### src/rtl/acc_alu_pkg.sv
package acc_alu_pkg;

  typedef enum logic [2:0] {
    OP_ADD  = 3'b000,
    OP_SUB  = 3'b001,
    OP_AND  = 3'b010,
    OP_OR   = 3'b011,
    OP_NOTA = 3'b100,
    OP_PASS = 3'b101,
    OP_SHR  = 3'b110,
    OP_SHL  = 3'b111
  } alu_op_e;

  typedef struct packed {
    logic z;
    logic s;
    logic cy;
  } alu_flags_t;

endpackage

### src/rtl/acc_alu_rstsync.sv
module acc_alu_rstsync #(
  parameter int STAGES = 2
) (
  input  logic clk,
  input  logic rst_n,
  output logic rst_sync_n
);

  logic [STAGES-1:0] sync_q;
  logic [STAGES-1:0] sync_d;

  always_comb begin
    sync_d = {sync_q[STAGES-2:0], 1'b1};
  end

  always_ff @(posedge clk or negedge rst_n) begin
    if (!rst_n) begin
      sync_q <= '0;
    end else begin
      sync_q <= sync_d;
    end
  end

  assign rst_sync_n = sync_q[STAGES-1];

endmodule

### src/rtl/acc_alu_accreg.sv
module acc_alu_accreg #(
  parameter int W = 32
) (
  input  logic         clk,
  input  logic         rst_n,
  input  logic         load_en,
  input  logic [W-1:0] load_val,
  output logic [W-1:0] acc_q
);

  logic [W-1:0] acc_d;

  always_comb begin
    acc_d = acc_q;
    if (load_en) begin
      acc_d = load_val;
    end
  end

  always_ff @(posedge clk or negedge rst_n) begin
    if (!rst_n) begin
      acc_q <= '0;
    end else begin
      acc_q <= acc_d;
    end
  end

endmodule

### src/rtl/acc_alu_opunit.sv
module acc_alu_opunit
  import acc_alu_pkg::*;
#(
  parameter int W = 32
) (
  input  alu_op_e      op,
  input  logic [W-1:0] opa,
  input  logic [W-1:0] opb,
  output logic [W-1:0] result,
  output logic         carry
);

  localparam int MSB = W - 1;

  logic         is_sub;
  logic [W-1:0] addend;
  logic [W:0]   sum_ext;

  // One adder serves both add and subtract: subtract adds the inverted
  // operand plus one, and its carry out is the inverse of the borrow.
  always_comb begin
    is_sub  = (op == OP_SUB);
    addend  = is_sub ? ~opb : opb;
    sum_ext = {1'b0, opa} + {1'b0, addend} + {{W{1'b0}}, is_sub};
  end

  always_comb begin
    result = '0;
    carry  = 1'b0;
    unique case (op)
      OP_ADD: begin
        result = sum_ext[MSB:0];
        carry  = sum_ext[W];
      end
      OP_SUB: begin
        result = sum_ext[MSB:0];
        carry  = ~sum_ext[W];
      end
      OP_AND:  result = opa & opb;
      OP_OR:   result = opa | opb;
      OP_NOTA: result = ~opa;
      OP_PASS: result = opb;
      OP_SHR: begin
        result = {1'b0, opa[MSB:1]};
        carry  = opa[0];
      end
      OP_SHL: begin
        result = {opa[MSB-1:0], 1'b0};
        carry  = opa[MSB];
      end
      default: begin
        result = '0;
        carry  = 1'b0;
      end
    endcase
  end

endmodule

### src/rtl/acc_alu_resreg.sv
module acc_alu_resreg
  import acc_alu_pkg::*;
#(
  parameter int W = 32
) (
  input  logic         clk,
  input  logic         rst_n,
  input  logic         wr_en,
  input  logic [W-1:0] res_nxt,
  input  logic         cy_nxt,
  output logic [W-1:0] res_q,
  output alu_flags_t   flags_q
);

  logic [W-1:0] res_d;
  alu_flags_t   flags_d;
  alu_flags_t   flags_new;

  always_comb begin
    flags_new.z  = ~|res_nxt;
    flags_new.s  = res_nxt[W-1];
    flags_new.cy = cy_nxt;
  end

  always_comb begin
    res_d   = res_q;
    flags_d = flags_q;
    if (wr_en) begin
      res_d   = res_nxt;
      flags_d = flags_new;
    end
  end

  always_ff @(posedge clk or negedge rst_n) begin
    if (!rst_n) begin
      res_q   <= '0;
      flags_q <= '0;
    end else begin
      res_q   <= res_d;
      flags_q <= flags_d;
    end
  end

endmodule

### src/rtl/acc_alu.sv
module acc_alu
  import acc_alu_pkg::*;
#(
  parameter int W           = 32,
  parameter int SYNC_STAGES = 2
) (
  input  logic         clk,
  input  logic         rst_n,
  input  logic [W-1:0] bus_in,
  input  logic [2:0]   alu_op,
  input  logic         acc_we,
  input  logic         res_we,
  output logic [W-1:0] res_out,
  output logic         flag_z,
  output logic         flag_s,
  output logic         flag_cy
);

  logic         rst_sync_n;
  logic [W-1:0] acc_val;
  logic [W-1:0] op_result;
  logic         op_carry;
  alu_flags_t   flags;
  alu_op_e      op_sel;

  assign op_sel = alu_op_e'(alu_op);

  acc_alu_rstsync #(.STAGES(SYNC_STAGES)) u_rstsync (
    .clk        (clk),
    .rst_n      (rst_n),
    .rst_sync_n (rst_sync_n)
  );

  acc_alu_accreg #(.W(W)) u_accreg (
    .clk      (clk),
    .rst_n    (rst_sync_n),
    .load_en  (acc_we),
    .load_val (bus_in),
    .acc_q    (acc_val)
  );

  acc_alu_opunit #(.W(W)) u_opunit (
    .op     (op_sel),
    .opa    (acc_val),
    .opb    (bus_in),
    .result (op_result),
    .carry  (op_carry)
  );

  acc_alu_resreg #(.W(W)) u_resreg (
    .clk     (clk),
    .rst_n   (rst_sync_n),
    .wr_en   (res_we),
    .res_nxt (op_result),
    .cy_nxt  (op_carry),
    .res_q   (res_out),
    .flags_q (flags)
  );

  assign flag_z  = flags.z;
  assign flag_s  = flags.s;
  assign flag_cy = flags.cy;

endmodule

### config.mk
export PLATFORM = sky130hd
export DESIGN_NAME = acc_alu
export DESIGN_NICKNAME = d
export VERILOG_FILES = /design/src/rtl/acc_alu_pkg.sv /design/src/rtl/acc_alu_rstsync.sv /design/src/rtl/acc_alu_accreg.sv /design/src/rtl/acc_alu_opunit.sv /design/src/rtl/acc_alu_resreg.sv /design/src/rtl/acc_alu.sv
export SDC_FILE = /design/constraint.sdc
export NUM_CORES = 1
export LEC_CHECK = 0
export ABC_CLOCK_PERIOD_IN_PS = 2300
export BUFFER_PORTS_ARGS = -buffer_cell sky130_fd_sc_hd__buf_2
export CORE_MARGIN = 2
export CORE_UTILIZATION = 61
export DETAILED_ROUTE_END_ITERATION = 6
export MAX_ROUTING_LAYER = met4
export PLACE_DENSITY = 0.88
export SLEW_MARGIN = 10
export SYNTH_ARGS = -nofsm -noshare
export SYNTH_HDL_FRONTEND = slang
export SYNTH_SLANG_ARGS = --single-unit
### constraint.sdc
create_clock -name clk -period 2.3 [get_ports clk]
set_input_delay 0 -clock clk [delete_from_list [all_inputs] [get_ports clk]]
set_output_delay 0 -clock clk [all_outputs]
set_load 0.01 [all_outputs]
==> qor.txt, run 1 <==
IO Count - 74
Stopped at - global routing (5_1_grt)
post-synth top area share - 0.249
Die Wd - 110 um
sequential fraction of the synthesis area - 0.249
Max Root-Sink Buffers - 2
run status - stopped before the end
Initial Util - 0.627
TritonCTS Buffers - 9
synth warn - 0
grt total ovfl - 90
Err - [ERROR GRT-0116] Global routing finished with congestion. Check the congestion regions in the DRC Viewer.
Primary FF master, synth - dfrtp_1
routability cong. - 1.08
Synth area leaders - dfrtp_1 (25%), ha_1 (6.2%), mux2_2 (6.1%)
vias in the first global route - 11.7k
chip height - 110 um
Synth Net Count - 904
number of flops mapped to enable cells by yosys - 0
GRT Util Overall - 0.796
async set or reset register ratio after synthesis - 1.00
# H-tree levels - 3
largest area contributor in the netlist - dfrtp_1
Port Buf Inserts - 73
#FFs+latches synth - 68
DP Wirelength - 20900 um
first-pass GRT wire length - 69800 um
Synth Cell Area - 6830 sq um
CTS root buffer - clkbuf_8
CTS sink count - 68
pin count of the biggest net entering global routing - 75
Mapped Avg Cell Area - 8.22 sq um
Core Rows - 38
post-synthesis cell count - 830
synth unique cells - 84
cells by family after synthesis:
kind of cell,count (synthesis),synth area share
compound gates,293,0.287
simple gates,235,0.168
buf+inv,85,0.0524
flops,68,0.249
mux,63,0.112
xor+xnor,43,0.0552
fa+ha+maj,42,0.0755
other cells,1,0.000549
stage by stage:
stage / setup slack [ns] / cell area (sq um) / instances / TNS, ns / hold slack (ns)
4_1_cts: -0.745 / 9870 / 1269 / -8.81 / 0.000578
2_1_floorplan: -1.17 / 7040 / 830 / -21.15 / -0.296
3_5_place_dp: -1.51 / 8910 / 1200 / -24.13 / -0.213
3_3_place_gp: -1.22 / 8910 / 1200 / -17.70 / -0.215
cells in the mapped netlist (12+ instances only):
cell,count
nand3_1,20
a21oi_1,82
o211ai_1,15
o21ai_0,64
nand2_1,72
a221oi_1,13
ha_1,34
nand4_1,12
dfrtp_1,68
o21a_1,12
mux2_2,37
nor2_1,59
nor3_1,19
buf_2,24
mux2i_1,19
clkbuf_1,26
inv_1,21
xor2_1,33
repair_timing:
item / CTS
endpoints found under the setup margin: 29
pin swaps: 39
resized for setup: 61
buffers inserted: 30
endpoints found under the hold margin: 23
hold buffers: 23
metal layers:
metal,global-route usage,overflow
met2,0.919,37
met4,0.815,48
met3,0.618,2
met1,0.795,3
met5,-,-
==> run 2, diff against run 1 <==
--- a/config.mk
+++ b/config.mk
@@ -8,10 +8,9 @@
 export ABC_CLOCK_PERIOD_IN_PS = 2300
 export BUFFER_PORTS_ARGS = -buffer_cell sky130_fd_sc_hd__buf_2
 export CORE_MARGIN = 2
-export CORE_UTILIZATION = 61
+export CORE_UTILIZATION = 40
 export DETAILED_ROUTE_END_ITERATION = 6
-export MAX_ROUTING_LAYER = met4
-export PLACE_DENSITY = 0.88
+export PLACE_DENSITY_LB_ADDON = 0.15
 export SLEW_MARGIN = 10
 export SYNTH_ARGS = -nofsm -noshare
 export SYNTH_HDL_FRONTEND = slang
==> qor.txt, run 2 <==
run status - complete, but fails checks (was stopped before the end)
failing checks - negative setup slack
Max VDD drop - 0.451 mV
Initial Util - 0.410 (was 0.627)
sequential fraction of the synthesis area - 0.249 (unchanged)
largest registers - u_accreg.acc_q x32, u_resreg.res_q x32
Mapped Avg Cell Area - 8.22 sq um (unchanged)
Port Buf Inserts - 73 (unchanged)
Synth Cell Area - 6830 sq um (unchanged)
worst clock skew - 0.0104 ns
Final ANT Viol Nets - 0
#FFs+latches synth - 68 (unchanged)
final setup fails - 26
Critical Path Start Type - input port
Reg clk slew, reported paths - 0.06 ns
actual slew at the worst max-slew pin - 0.749 ns
Post-DP Area - 9190 sq um (was 8910 sq um)
Critical R2R Capture - u_resreg.res_q[26]$_DFFE_PN0P_
clock network power share - 0.227
max_slew headroom - 0.501
WP data arrival - 3.22 ns
Pre-antenna DRT Iters - 5
Synth Net Count - 904 (unchanged)
Die Wd - 135 um (was 110 um)
vias - 7984
Primary FF master, synth - dfrtp_1 (unchanged)
crit path capture type - flip-flop
Seq pwr share - 0.227
vias in the first global route - 7814
initial antenna violation count - 0
Fillers - 1393
TritonCTS Buffers - 9 (unchanged)
number of flops mapped to enable cells by yosys - 0 (unchanged)
drt drc - 0
chip height - 135 um (was 110 um)
Slew Limit Fails - 0
grt total ovfl - 0
synth unique cells - 84 (unchanged)
Final Hold Vio Count - 0
post-synthesis cell count - 830 (unchanged)
Finished Cell Area - 10700 sq um
CTS root buffer - clkbuf_16 (was clkbuf_8)
RSZ-0062 raised after global routing - yes
Critical Path Start - alu_op[1]
Via density - 5.79
GRT Util Overall - 0.292
Antenna Cells - 0
post-synth top area share - 0.249 (unchanged)
CTS tree - done
async set or reset register ratio after synthesis - 1.00 (unchanged)
WS Path Type - in -> reg
largest area contributor in the netlist - dfrtp_1 (unchanged)
Worst-Skew Late Latency - 0.36 ns
Leak - 4.77 nW
Die ar. - 18100 sq um
Routed WL - 26700 um
Core Rows - 47 (was 38)
WP data required - 2.52 ns
# H-tree levels - 3 (unchanged)
Max Root-Sink Buffers - 2 (unchanged)
worst-path maximum fanout - 8
most frequent cells in the layout - buf_4 (244), buf_2 (71), nand2_1 (67), a21oi_1 (67), dfrtp_1 (67)
nets - 1227
synth warn - 0 (unchanged)
Cell Int Power - 4.02 mW
Max Cap Violations - 0
pin count of the biggest net entering global routing - 62
R2R Setup Slk - -0.64 ns
Pwr Density - 610 nW/um^2
worst hold slack - 0.00561 ns
Worst Hold Class - in -> reg
routability cong. - 0.968 (was 1.08)
Final Instance Count excl. Fillers - 1378
Final WS setup - -0.699 ns
Power Total - 6.52 mW
reg2reg path depth - 15
FMAX - 333 MHz
Logic pwr share - 0.546
most common cell after layout, fill and taps aside - buf_4
Inst Count DP - 1298 (was 1200)
crit path to - u_resreg.res_q[26]$_DFFE_PN0P_
area added between synthesis and finish - 56.7%
CTS sink count - 68 (unchanged)
commonest cells in the synthesized netlist - a21oi_1 (82), nand2_1 (72), dfrtp_1 (68) (unchanged)
Tmin final - 3.00 ns
net switching power - 2.50 mW
share of cells above drive strength 1 - 0.459
first-pass GRT wire length - 41500 um
reg2reg start - u_accreg.acc_q[0]$_DFFE_PN0P_
switching share of power - 0.384
Synth area leaders - dfrtp_1 (25%), ha_1 (6.2%), mux2_2 (6.1%) (unchanged)
First DRT Iteration DRCs - 635
DP Wirelength - 19000 um (was 20900 um)
Setup WS pre-CTS - -1.21 ns (was -1.51 ns)
top-count cell post-synth - a21oi_1 (unchanged)
Final Cycle Share - 1.30
CORE AREA - 16600 sq um
IO Count - 74 (unchanged)
drt wl/cell - 19.4 um
==> run 2: cell counts after synthesis <==
No cell type changed its count.
==> run 2: routing by layer <==
| layer | track usage | vias up | routed length [um] |
|---|---|---|---|
| met5 | 0 | - | 0 |
| met4 | 0.116 | 0 | 1120 |
| met3 | 0.0473 | 73 | 1680 |
| met2 | 0.486 | 297 | 12500 |
| met1 | 0.379 | 3833 | 11400 |
| li1 | - | 3781 | - |
==> run 2: area by class of cell <==
class,count,area [sq um],share of cell area
repair buffers,374,2900,0.271
flip-flops and latches,68,1700,0.159
clock buffers,9,225,0.0211
inverters,23,86.3,0.00807
well taps,220,275,0.0257
multi-input cells,677,5430,0.508
clock inverters,7,75.1,0.00702
==> run 2: how the worst min path moves through the flow <==
stage	start	endpoint	depth (start not counted)
after floorplan	rst_n	u_rstsync.sync_q[0]$_DFF_PN0_	0
after global placement	rst_n	u_rstsync.sync_q[0]$_DFF_PN0_	1
after detailed placement	rst_n	u_rstsync.sync_q[0]$_DFF_PN0_	1
after CTS	bus_in[15]	u_accreg.acc_q[15]$_DFFE_PN0P_	4
after global routing	bus_in[18]	u_accreg.acc_q[18]$_DFFE_PN0P_	3
final	bus_in[15]	u_accreg.acc_q[15]$_DFFE_PN0P_	4
==> run 2: what timing repair did <==
| item | in CTS | in global routing |
|---|---|---|
| setup endpoints to repair | 29 | 29 |
| pin swaps | 76 | 41 |
| hold endpoints to repair | 22 | 0 |
| hold buffers | 22 | 0 |
| gates resized for setup | 89 | 47 |
| buffers inserted | 32 | 13 |
| gates cloned | 1 | 0 |
==> run 2: worst max-delay path, cell delays in order <==
cell      delay, ns
buf_6          0.09
or2_4          0.25
nor2_4         0.18
buf_6          0.15
buf_16         0.13
xor2_2         0.14
ha_1           0.27
o21a_1         0.21
o31a_1         0.16
buf_6          0.15
o211ai_1       0.25
nand2_1        0.10
or3_1          0.34
a31oi_2        0.23
buf_4          0.14
buf_4          0.10
buf_4          0.09
buf_4          0.09
buf_4          0.10
a21oi_1        0.05
==> run 2: cell families after synthesis <==
group / count (synthesis) / share of synthesized area
AO/OA/AOI/OAI: 293 / 0.287
XOR/XNOR: 43 / 0.0552
adder cells (fa/ha/maj): 42 / 0.0755
buffers and inverters: 85 / 0.0524
flip-flops: 68 / 0.249
multiplexers: 63 / 0.112
other: 1 / 0.000549
AND/OR/NAND/NOR: 235 / 0.168
==> run 2: power by group through the flow <==
stage	Combinational [mW]	Sequential, mW	Clock [mW]
2_1_floorplan	1.51	1.56	0
3_3_place_gp	2.93	1.49	0
3_5_place_dp	2.95	1.50	0
4_1_cts	3.34	1.48	1.50
5_1_grt	3.81	1.50	1.55
6_report	3.57	1.48	1.48
==> run 2: per-stage QoR <==
step	utilization	TNS [ns]
3_3_place_gp	0.552	-20.92
4_1_cts	0.625	-8.16
5_1_grt	0.643	-13.91
6_report	0.643	-10.11
2_1_floorplan	-	-21.15
3_5_place_dp	0.552	-21.31
(Power assumes the default switching activity.)
